$ cat config.mk
export PLATFORM = sky130hd
export DESIGN_NAME = wake_rx_top
export DESIGN_NICKNAME = d
export VERILOG_FILES = /design/src/rtl/wake_rx_pkg.sv /design/src/rtl/wake_rx_ctl.sv /design/src/rtl/wake_rx_dp.sv /design/src/rtl/wake_rx_top.sv
export SDC_FILE = /design/constraint.sdc
export NUM_CORES = 1
export LEC_CHECK = 0
export ABC_AREA = 1
export BUFFER_PORTS_ARGS = -buffer_cell sky130_fd_sc_hd__buf_2
export CAP_MARGIN = 20
export CORE_ASPECT_RATIO = 0.6
export CORE_MARGIN = 8
export CORE_UTILIZATION = 38
export CTS_CLUSTER_DIAMETER = 50
export DETAILED_ROUTE_END_ITERATION = 8
export PLACE_DENSITY = 0.64
export SLEW_MARGIN = 0
export SYNTH_ARGS = -nofsm -noshare
export SYNTH_HDL_FRONTEND = slang
export SYNTH_HIERARCHICAL = 1
export SYNTH_SLANG_ARGS = --single-unit
$ cat constraint.sdc
create_clock -name clk -period 6 [get_ports clk]
set_input_delay 0.6 -clock clk [delete_from_list [all_inputs] [get_ports clk]]
set_output_delay 0.6 -clock clk [all_outputs]
set_load 0.02 [all_outputs]
$ cat src/rtl/wake_rx_pkg.sv
package wake_rx_pkg;
  typedef struct packed {
    logic shiftEn;
    logic frameDone;
  } rxStrobes_t;

  typedef enum logic [1:0] {
    ST_IDLE,
    ST_START,
    ST_BITS,
    ST_STOP
  } rxState_t;
endpackage

$ cat src/rtl/wake_rx_ctl.sv
module wake_rx_ctl
  import wake_rx_pkg::*;
#(
  parameter int DATA_W = 8,
  parameter int OSR    = 16,
  parameter int DIV_W  = 16
) (
  input  logic             clk,
  input  logic             rstN,
  input  logic [DIV_W-1:0] baudDiv,
  input  logic             rxEnable,
  input  logic             rxBit,
  input  logic             rxFall,
  output rxStrobes_t       strb,
  output logic             busy
);
  localparam int SCW = $clog2(OSR);
  localparam int FRAME_BITS = DATA_W + 1;
  localparam int BCW = $clog2(FRAME_BITS + 1);
  localparam logic [SCW-1:0] MID  = SCW'(OSR / 2 - 1);
  localparam logic [SCW-1:0] LAST = SCW'(OSR - 1);
  localparam logic [BCW-1:0] BLAST = BCW'(FRAME_BITS - 1);

  rxState_t        state;
  logic [DIV_W-1:0] divCnt;
  logic [SCW-1:0]   sampCnt;
  logic [BCW-1:0]   bitCnt;
  logic             tick;

  assign tick = (divCnt >= baudDiv);
  assign busy = (state != ST_IDLE);

  always_comb begin
    strb.shiftEn   = rxEnable && state == ST_BITS && tick && sampCnt == LAST;
    strb.frameDone = rxEnable && state == ST_STOP && tick && sampCnt == LAST;
  end

  always_ff @(posedge clk or negedge rstN) begin
    if (!rstN) begin
      state   <= ST_IDLE;
      divCnt  <= '0;
      sampCnt <= '0;
      bitCnt  <= '0;
    end else if (!rxEnable) begin
      state <= ST_IDLE;
    end else begin
      if (state == ST_IDLE) divCnt <= '0;
      else if (tick)        divCnt <= '0;
      else                  divCnt <= divCnt + 1'b1;

      unique case (state)
        ST_IDLE: if (rxFall) begin
          state   <= ST_START;
          sampCnt <= '0;
        end
        ST_START: if (tick) begin
          if (sampCnt == MID) begin
            sampCnt <= '0;
            bitCnt  <= '0;
            state   <= rxBit ? ST_IDLE : ST_BITS;
          end else sampCnt <= sampCnt + 1'b1;
        end
        ST_BITS: if (tick) begin
          sampCnt <= sampCnt + 1'b1;
          if (sampCnt == LAST) begin
            if (bitCnt == BLAST) state <= ST_STOP;
            else bitCnt <= bitCnt + 1'b1;
          end
        end
        ST_STOP: if (tick) begin
          sampCnt <= sampCnt + 1'b1;
          if (sampCnt == LAST) state <= ST_IDLE;
        end
        default: state <= ST_IDLE;
      endcase
    end
  end
endmodule

$ cat src/rtl/wake_rx_dp.sv
module wake_rx_dp
  import wake_rx_pkg::*;
#(
  parameter int DATA_W = 8
) (
  input  logic              clk,
  input  logic              rstN,
  input  logic              rxIn,
  input  rxStrobes_t        strb,
  input  logic              mpFormat,
  input  logic              mpWakeArm,
  input  logic              mpWakeDisarm,
  input  logic              clrFull,
  input  logic              clrFrameErr,
  input  logic              clrParErr,
  input  logic              clrOverrun,
  output logic              rxBit,
  output logic              rxFall,
  output logic [DATA_W-1:0] rxData,
  output logic              dataFull,
  output logic              frameErr,
  output logic              parErr,
  output logic              overrun,
  output logic              mpBit,
  output logic              mpWakeArmed
);
  localparam int SR_W = DATA_W + 1;

  logic            rxMeta, rxSync, rxPrev;
  logic [SR_W-1:0] shiftReg;
  logic            ninth, skip, accept, parBad;

  assign rxBit  = rxSync;
  assign rxFall = rxPrev & ~rxSync;
  assign ninth  = shiftReg[DATA_W];
  assign skip   = mpFormat && mpWakeArmed && !ninth;
  assign accept = strb.frameDone && !skip;
  assign parBad = ^shiftReg;

  always_ff @(posedge clk or negedge rstN) begin
    if (!rstN) begin
      rxMeta <= 1'b1;
      rxSync <= 1'b1;
      rxPrev <= 1'b1;
    end else begin
      rxMeta <= rxIn;
      rxSync <= rxMeta;
      rxPrev <= rxSync;
    end
  end

  always_ff @(posedge clk or negedge rstN) begin
    if (!rstN) shiftReg <= '0;
    else if (strb.shiftEn) shiftReg <= {rxBit, shiftReg[SR_W-1:1]};
  end

  always_ff @(posedge clk or negedge rstN) begin
    if (!rstN) begin
      rxData      <= '0;
      dataFull    <= 1'b0;
      frameErr    <= 1'b0;
      parErr      <= 1'b0;
      overrun     <= 1'b0;
      mpBit       <= 1'b0;
      mpWakeArmed <= 1'b0;
    end else begin
      if (clrFull)     dataFull <= 1'b0;
      if (clrFrameErr) frameErr <= 1'b0;
      if (clrParErr)   parErr   <= 1'b0;
      if (clrOverrun)  overrun  <= 1'b0;
      if (mpWakeArm)    mpWakeArmed <= 1'b1;
      if (mpWakeDisarm) mpWakeArmed <= 1'b0;
      if (accept) begin
        if (dataFull) overrun <= 1'b1;
        else begin
          rxData   <= shiftReg[DATA_W-1:0];
          dataFull <= 1'b1;
        end
        if (!rxBit) frameErr <= 1'b1;
        if (!mpFormat && parBad) parErr <= 1'b1;
        if (mpFormat) begin
          mpBit <= ninth;
          if (ninth) mpWakeArmed <= 1'b0;
        end
      end
    end
  end
endmodule

$ cat src/rtl/wake_rx_top.sv
module wake_rx_top
  import wake_rx_pkg::*;
#(
  parameter int DATA_W = 8,
  parameter int OSR    = 16,
  parameter int DIV_W  = 16
) (
  input  logic              clk,
  input  logic              rstN,
  input  logic [DIV_W-1:0]  baudDiv,
  input  logic              rxIn,
  input  logic              rxEnable,
  input  logic              mpFormat,
  input  logic              mpWakeArm,
  input  logic              mpWakeDisarm,
  input  logic              rxIntEn,
  input  logic              clrFull,
  input  logic              clrFrameErr,
  input  logic              clrParErr,
  input  logic              clrOverrun,
  output logic [DATA_W-1:0] rxData,
  output logic              dataFull,
  output logic              frameErr,
  output logic              parErr,
  output logic              overrun,
  output logic              mpBit,
  output logic              mpWakeArmed,
  output logic              rxIrq,
  output logic              errIrq
);
  rxStrobes_t strb;
  logic       rxBit, rxFall, busy;

  wake_rx_ctl #(.DATA_W(DATA_W), .OSR(OSR), .DIV_W(DIV_W)) i_ctl (
    .clk(clk), .rstN(rstN), .baudDiv(baudDiv), .rxEnable(rxEnable),
    .rxBit(rxBit), .rxFall(rxFall), .strb(strb), .busy(busy)
  );

  wake_rx_dp #(.DATA_W(DATA_W)) i_dp (
    .clk(clk), .rstN(rstN), .rxIn(rxIn), .strb(strb),
    .mpFormat(mpFormat), .mpWakeArm(mpWakeArm), .mpWakeDisarm(mpWakeDisarm),
    .clrFull(clrFull), .clrFrameErr(clrFrameErr), .clrParErr(clrParErr),
    .clrOverrun(clrOverrun), .rxBit(rxBit), .rxFall(rxFall),
    .rxData(rxData), .dataFull(dataFull), .frameErr(frameErr),
    .parErr(parErr), .overrun(overrun), .mpBit(mpBit),
    .mpWakeArmed(mpWakeArmed)
  );

  assign rxIrq  = rxIntEn & dataFull;
  assign errIrq = rxIntEn & (frameErr | parErr | overrun);
endmodule

==> results of run 1 <==
## routing by layer
| metal | vias to the layer above | wire length [um] | GRT usage [%] |
|---|---|---|---|
| li1 | 1425 | - | - |
| met1 | 1184 | 3700 | 18.0 |
| met2 | 59 | 2670 | 17.1 |
| met3 | 5 | 426 | 2.41 |
| met4 | 0 | 80 | 4.26 |
| met5 | - | 0 | 0 |
## area by class of cell
cell class              instances  area, um2
clock buffers                   5        125
clock inverters                 3       18.8
fillers                       857       4710
inverters                      70        263
multi-input cells             294       1670
flip-flops and latches         52       1310
well taps                     112        140
repair buffers                 45        230
## cells by family (layout without fill, tap and decap cells)
family | count (synthesis) | count (layout) | share of synthesized area, %
compound gates | 49 | 49 | 9.83
xor+xnor | 11 | 11 | 2.92
fa+ha+maj | 20 | 20 | 7.59
buf+inv | 77 | 123 | 9.75
flops | 52 | 52 | 39.6
mux | 1 | 1 | 0.304
simple gates | 213 | 213 | 30.0
## cells in the mapped netlist
master / count
nand2_4: 4
dfstp_2: 3
xnor2_1: 3
nor3_4: 1
a21oi_2: 2
dfrtp_1: 49
nand4_1: 6
o21ai_1: 3
a31oi_4: 1
o22ai_1: 6
nor3b_1: 1
nor3_1: 7
inv_1: 64
nor2_2: 11
buf_2: 2
inv_2: 6
o21ai_2: 12
nor3_2: 2
buf_6: 4
or2_2: 2
nor2_4: 3
nor2_1: 35
a21oi_1: 7
xor2_1: 8
and2_1: 1
nand3_1: 18
nand4_2: 1
clkbuf_1: 1
nand2_2: 5
ha_1: 20
o21bai_1: 1
nand3_2: 1
o21ai_0: 17
nand2_1: 115
mux2i_1: 1
## stage by stage
stage	total power [mW]	area, um2	utilization [%]
2_1_floorplan	0.602	3300	-
3_3_place_gp	0.649	3610	42.7
3_5_place_dp	0.653	3610	42.7
4_1_cts	0.938	3750	44.4
5_1_grt	0.993	3750	44.4
6_report	0.930	3750	44.4
## registers in the layout, summed over array words and instances (netlist names)
signal	flops
i_dp/rxPrev	1
i_ctl/state	2
i_dp/shiftReg	9
i_dp/parErr	1
i_ctl/divCnt	16
i_dp/rxMeta	1
i_ctl/bitCnt	4
i_dp/overrun	1
i_dp/frameErr	1
i_dp/rxBit	1
i_dp/dataFull	1
i_dp/rxData	8
i_ctl/sampCnt	4
i_dp/mpWakeArmed	1
i_dp/mpBit	1
## final timing paths
kind,depth (start not counted),endpoint,start,slack [ns]
worst max register to register,16,i_dp/mpWakeArmed,i_ctl/divCnt[0],3.72
worst min register to register,0,i_dp/rxBit,i_dp/rxMeta,0.36
worst max-delay path,16,i_dp/mpWakeArmed,i_ctl/divCnt[0],3.72
max in group asynchronous,2,i_ctl/divCnt[12],rstN,5.13
worst min-delay path,0,i_dp/rxBit,i_dp/rxMeta,0.36
min in group asynchronous,2,i_ctl/divCnt[5],rstN,0.42
## worst max-delay path, cell delays in order (launching register included)
cell and delay (ns):
dfrtp_1 0.42, inv_1 0.10, ha_1 0.29, nand4_1 0.12
nor2_1 0.11, nor2_1 0.05, nand2_1 0.10, nand2_2 0.10
nand2_1 0.09, nand2_1 0.06, nor2_1 0.09, inv_1 0.09
a31oi_4 0.19, inv_2 0.07, nor2_1 0.09, nand2_1 0.07
nor3b_1 0.14
## power groups by stage
stage / clock (mW) / combinational (mW) / sequential, mW
2_1_floorplan: 0 / 0.197 / 0.405
3_3_place_gp: 0 / 0.229 / 0.420
3_5_place_dp: 0 / 0.233 / 0.421
4_1_cts: 0.289 / 0.235 / 0.414
5_1_grt: 0.304 / 0.268 / 0.420
6_report: 0.281 / 0.233 / 0.415
==> key figures, run 1 <==
Clocking
  – Hold buffers post-CTS: 0
  – H-Tree Depth: 2
  – Root Driver: clkbuf_16
  – Total CTS buffers: 5
  – Clk_lat worst skew: about 0.29 ns
  – Setup bufs post-CTS: 0
  – CTS tree: built
  – Clock slew at reported path FFs: roughly 0.070 ns
  – CTS max path bufs: 2
  – Resized Gates After CTS: 0
  – CTS sink count: 52

Die
  – Die span in y: around 88 um
  – Core area: roughly 8500 um2
  – Io pins: between 40 and 50
  – Die area: 12000 um2
  – Initial Utilization: just under 40%
  – Die X: about 140 um
  – Row count: 26

STA
  – PnR worst setup slack: around 3.7 ns
  – Tightest Pin Transition: 0.663 ns
  – Slew HR: between 50 and 60%
  – Final setup fails: 0
  – Worst hold slack: approximately 0.36 ns
  – Final Skew: ~0.006 ns
  – Highest Clock Rate: 439 MHz
  – Final Cycle Share: a little under two fifths
  – RSZ-0062 raised after global routing: no
  – Post-route setup TNS: 0 ns
  – Final Hold Violating Endpoints: 0
  – Final min period: between 2 and 2.5 ns
  – Slew Viols, Final: 0

Routing
  – WL final: 6.88 mm
  – Post-route ant nets: 0
  – DR iter-0 viols: around 200
  – 1st-pass router iterations: 4
  – Routed len/inst: about 12 um
  – # DRC: 0
  – Vias per cell: between 4 and 5
  – Via count: between 2000 and 3000

Cells and area
  – Fin nets: between 500 and 600
  – Commonest non-fill, non-tap cell in the layout: nand2_1
  – Top library cells by usage in the layout, fill and taps aside: nand2_1, inv_1, dfrtp_1, buf_2, nor2_1
  – N_diodes: 0
  – Post-Layout Cell Count: approximately 580
  – Area grow syn2layout: 13.8%
  – Share of cells above drive strength 1: 22.8%

Logic synthesis
  – Mapped Avg Cell Area: slightly below 8 um2
  – Top cell type by total area after synthesis: dfrtp_1
  – Yosys top cell area share: between 30% and 40%
  – Synth top area cells: dfrtp_1, nand2_1, ha_1, inv_1, nor2_1
  – Register bit count reported by yosys: 52
  – Syn Nets: around 470
  – Syn Inst Count: around 420
  – Cell Area, Synth: approximately 3300 um2
  – Share of the yosys chip area belonging to registers: 39.6%
  – Distinct cells, synth: 35
  – Synthesis Warnings: 6

Placement
  – Pre-CTS WS: about 3.5 ns
  – Post-placement cell count: roughly 570
  – # port buffers: 43
  – Routability Congestion: approximately 0.79
  – Detailed placement HPWL: 5.24 mm

Worst setup path
  – WS Path Type: reg2reg
  – CP arrival: about 2.5 ns
  – Crit-path max FO: 4
  – Worst setup SP type: flip-flop
  – Critical path capture point type: flip-flop
  – Worst Path Required: 6.18 ns

Power and ir drop
  – Static leakage: between 1.5 and 2 nW
  – Pwr per Cell Area: around 250 nW/um2
  – Clk pwr share: 30.2%
  – VDD IR-drop max: 112 uV
  – Sequential power share: 44.7%
  – Net Sw Frac: 34.6%
  – NetSw: around 0.32 mW
  – P_int: ~0.61 mW
  – Comb power frac: approximately a quarter

GRT
  – Initial antenna violation count: 0
  – Vias in the first global route: approximately 2500
  – Largest net degree at the start of global routing: 53
  – GRT Residual Overflow: 0
  – GRT Util Overall: 12.2%
  – First-pass GRT wire length: 11.9 mm

Status
  – Status: finished clean

Run
  – Max-cap viol count: 0

Hold path
  – Hold Crit Class: reg2reg
No activity file was read; power rests on OpenSTA's default activity.
==> run 2, diff against run 1 <==
Settings changed: ABC_AREA 1 to 0.
Clock period 6 ns to 2.1 ns, I/O delays scaled along.
==> key figures, run 2 <==
Cells and area
  – Max reg flops: 16 (unchanged)
  – N_diodes: 0 (unchanged)
  – Share of cells above drive strength 1: 39.4% (was 22.8%)
  – Fin nets: 418 (was 516)
  – Area grow syn2layout: 36.9% (was 13.8%)
  – Commonest non-fill, non-tap cell in the layout: dfrtp_1 (was nand2_1)
  – Top reg by flops: i_ctl/divCnt (unchanged)
  – Top library cells by usage in the layout, fill and taps aside: dfrtp_1, buf_2, buf_4, inv_1, nor2_1 (was nand2_1, inv_1, dfrtp_1, buf_2, nor2_1)
  – Top Registers: i_ctl/divCnt x16, i_dp/shiftReg x9, i_dp/rxData x8 (unchanged)
  – Post-Layout Cell Count: 479 (was 581)

STA
  – Slew HR: 55.7% (was 55.8%)
  – Final setup fails: 37 (was 0)
  – Final Cycle Share: 116% (was 38.0%)
  – Final Skew: 0.00582 ns (was 0.00598 ns)
  – Final min period: 2.44 ns (was 2.28 ns)
  – RSZ-0062 raised after global routing: yes (was no)
  – Slew Viols, Final: 0 (unchanged)
  – Highest Clock Rate: 411 MHz (was 439 MHz)
  – Post-route setup TNS: -7.02 ns (was 0 ns)
  – Tightest Pin Transition: 0.664 ns (was 0.663 ns)
  – PnR worst setup slack: -0.335 ns (was 3.72 ns)
  – Final Hold Violating Endpoints: 0 (unchanged)

Logic synthesis
  – Share of the yosys chip area belonging to registers: 44.0% (was 39.6%)
  – Synth Flop Type: dfrtp_1 (unchanged)
  – Syn Inst Count: 287 (was 423)
  – Synthesis Warnings: 6 (unchanged)
  – Yosys top cell area share: 41.4% (was 37.2%)
  – Number of synthesized flops with an enable pin: 0 (unchanged)
  – Mapped Avg Cell Area: 10.3 um2 (was 7.79 um2)
  – Most numerous cell in the Yosys netlist: dfrtp_1 (was nand2_1)
  – Synth cell count leaders: dfrtp_1, inv_1, nand2_1, nor2_1, ha_1 (was nand2_1, inv_1, dfrtp_1, nor2_1, ha_1)
  – Register bit count reported by yosys: 52 (unchanged)
  – Synth top area cells: dfrtp_1, ha_1, mux2_2, inv_1, xor2_1 (was dfrtp_1, nand2_1, ha_1, inv_1, nor2_1)
  – Distinct cells, synth: 56 (was 35)
  – Top cell type by total area after synthesis: dfrtp_1 (unchanged)
  – Asr flop ratio synth: 100% (unchanged)
  – Cell Area, Synth: 2970 um2 (was 3300 um2)
  – Syn Nets: 335 (was 471)

Die
  – Die area: 11000 um2 (was 12000 um2)
  – Row count: 25 (was 26)
  – Initial Utilization: 38.4% (was 39.0%)
  – Die X: 130 um (was 136 um)
  – Io pins: 44 (unchanged)
  – Die span in y: 84.4 um (was 88.2 um)
  – Core area: 7730 um2 (was 8460 um2)

Worst setup path
  – Crit-path max FO: 9 (was 4)
  – Worst setup SP type: flip-flop (unchanged)
  – CP startpoint: i_ctl/divCnt[0] (unchanged)
  – Worst Path Required: 2.28 ns (was 6.18 ns)
  – Worst Reg-to-Reg Cells: 11 (was 16)
  – Worst R2R End: i_dp/rxData[2] (was i_dp/mpWakeArmed)
  – RR Startpoint: i_ctl/divCnt[0] (unchanged)
  – Critical path capture point type: flip-flop (unchanged)
  – Critical Path End: i_dp/rxData[2] (was i_dp/mpWakeArmed)
  – Reg2reg setup slack: -0.34 ns (was 3.72 ns)
  – CP arrival: 2.61 ns (was 2.46 ns)
  – WS Path Type: reg2reg (unchanged)

Power and ir drop
  – Net Sw Frac: 23.4% (was 34.6%)
  – Clk pwr share: 42.3% (was 30.2%)
  – Power Total: 2.28 mW (was 0.930 mW)
  – P_int: 1.75 mW (was 0.608 mW)
  – Sequential power share: 46.6% (was 44.7%)
  – VDD IR-drop max: 280 uV (was 112 uV)
  – Comb power frac: 11.1% (was 25.1%)
  – NetSw: 0.534 mW (was 0.321 mW)
  – Static leakage: 2.05 nW (was 1.95 nW)
  – Pwr per Cell Area: 562 nW/um2 (was 248 nW/um2)

GRT
  – Largest net degree at the start of global routing: 53 (unchanged)
  – First-pass GRT wire length: 11.7 mm (was 11.9 mm)
  – Initial antenna violation count: 0 (unchanged)
  – Vias in the first global route: 2344 (was 2511)
  – GRT Util Overall: 13.4% (was 12.2%)
  – GRT Residual Overflow: 0 (unchanged)

Status
  – Failing checks: negative setup slack
  – Status: finished, violations left (was finished clean)

Routing
  – # DRC: 0 (unchanged)
  – Vias per cell: 4.85 (was 4.60)
  – Post-route ant nets: 0 (unchanged)
  – Via count: 2324 (was 2673)
  – Routed len/inst: 14.8 um (was 11.8 um)
  – WL final: 7.08 mm (was 6.88 mm)
  – 1st-pass router iterations: 4 (unchanged)
  – DR iter-0 viols: 169 (was 197)

Run
  – Max-cap viol count: 0 (unchanged)

Placement
  – Detailed placement HPWL: 5.07 mm (was 5.24 mm)
  – # port buffers: 43 (unchanged)
  – Routability Congestion: 0.833 (was 0.792)
  – Post-placement cell count: 464 (was 573)

Clocking
  – Clock slew at reported path FFs: 0.07 ns (about the same)
  – Hold buffers post-CTS: 0 (unchanged)
  – H-Tree Depth: 2 (unchanged)
  – CTS sink count: 52 (unchanged)
  – CTS tree: built (unchanged)
  – Clk_lat worst skew: 0.29 ns (about the same)
  – CTS max path bufs: 2 (unchanged)
  – Total CTS buffers: 5 (unchanged)
  – Root Driver: clkbuf_16 (unchanged)

Hold path
  – Hold Crit Class: in2reg (was reg2reg)
-- run 2: cell type report --
| cell class | count | area (um2) |
|---|---|---|
| clock inverters | 2 | 38.8 |
| well taps | 108 | 135 |
| clock buffers | 6 | 139 |
| fillers | 672 | 3670 |
| inverters | 30 | 113 |
| flip-flops and latches | 52 | 1310 |
| multi-input cells | 199 | 1790 |
| repair buffers | 82 | 539 |
-- run 2: power by group through the flow --
stage	Clock, mW	Combinational, mW	Sequential [mW]
floorplan	0	0.119	1.08
finish	0.966	0.254	1.06
CTS	0.996	0.251	1.06
detailed placement	0	0.222	1.08
global route	1.03	0.284	1.07
global placement	0	0.217	1.08
-- run 2: through the flow --
| step | area (um2) | setup WS [ns] | hold WS [ns] | util [%] |
|---|---|---|---|---|
| after floorplan | 3080 | -0.502 | -0.0856 | - |
| after global placement | 3630 | -0.360 | 0.319 | 47.0 |
| after detailed placement | 3630 | -0.414 | 0.316 | 47.0 |
| after CTS | 4010 | -0.335 | 0.00473 | 51.8 |
| after global routing | 4060 | -0.422 | 0.00636 | 52.6 |
| final | 4060 | -0.335 | 0.0126 | 52.6 |
-- run 2: per-layer routing --
| layer | up-vias | routed length (um) | track usage (%) | part of all wire [%] |
|---|---|---|---|---|
| li1 | 1167 | - | - | - |
| met5 | - | 0 | 0 | 0 |
| met1 | 1106 | 3630 | 19.5 | 51 |
| met2 | 44 | 2990 | 19.1 | 42 |
| met3 | 7 | 363 | 2.53 | 5.1 |
| met4 | 0 | 98 | 4.72 | 1.4 |
-- run 2: kinds of logic (layout without fill, tap and decap cells) --
group | Yosys count | count (layout) | synth area share, %
AOI/OAI and AO/OA | 43 | 43 | 11.1
DFF | 52 | 52 | 44.0
buffers and inverters | 37 | 120 | 5.57
xor gates and xnor gates | 21 | 21 | 6.92
muxes | 19 | 19 | 7.13
adders and majority gates | 20 | 20 | 8.44
and+or+nand+nor | 95 | 96 | 16.8
-- run 2: worst min path at each step --
| stage | from | endpoint | depth (start not counted) | slack, ns |
|---|---|---|---|---|
| 2_1_floorplan | rstN | i_ctl/bitCnt[0] | 0 | -0.09 |
| 3_3_place_gp | rxIn | i_dp/rxMeta | 1 | 0.32 |
| 3_5_place_dp | rxIn | i_dp/rxMeta | 1 | 0.32 |
| 4_1_cts | rxIn | i_dp/rxMeta | 1 | 0.005 |
| 5_1_grt | rxIn | i_dp/rxMeta | 1 | 0.006 |
| 6_report | rxIn | i_dp/rxMeta | 1 | 0.01 |
-- run 2: worst max-delay path, cell delays in order, from the launching register on --
cell and delay (ns):
dfrtp_1 0.39, inv_2 0.08, ha_4 0.19, nand2b_4 0.12, a2111o_1 0.37, a32oi_2 0.24
and2_4 0.19, nor4_4 0.04, o21ai_2 0.08, nand2b_4 0.16, buf_12 0.14, mux2_4 0.30
-- run 2: timing repair --
item,CTS,global route
endpoints found under the hold margin,0,0
endpoints found under the setup margin,32,48
buffers inserted,5,3
pin swaps,6,7
resized for setup,29,14
cloned,2,0
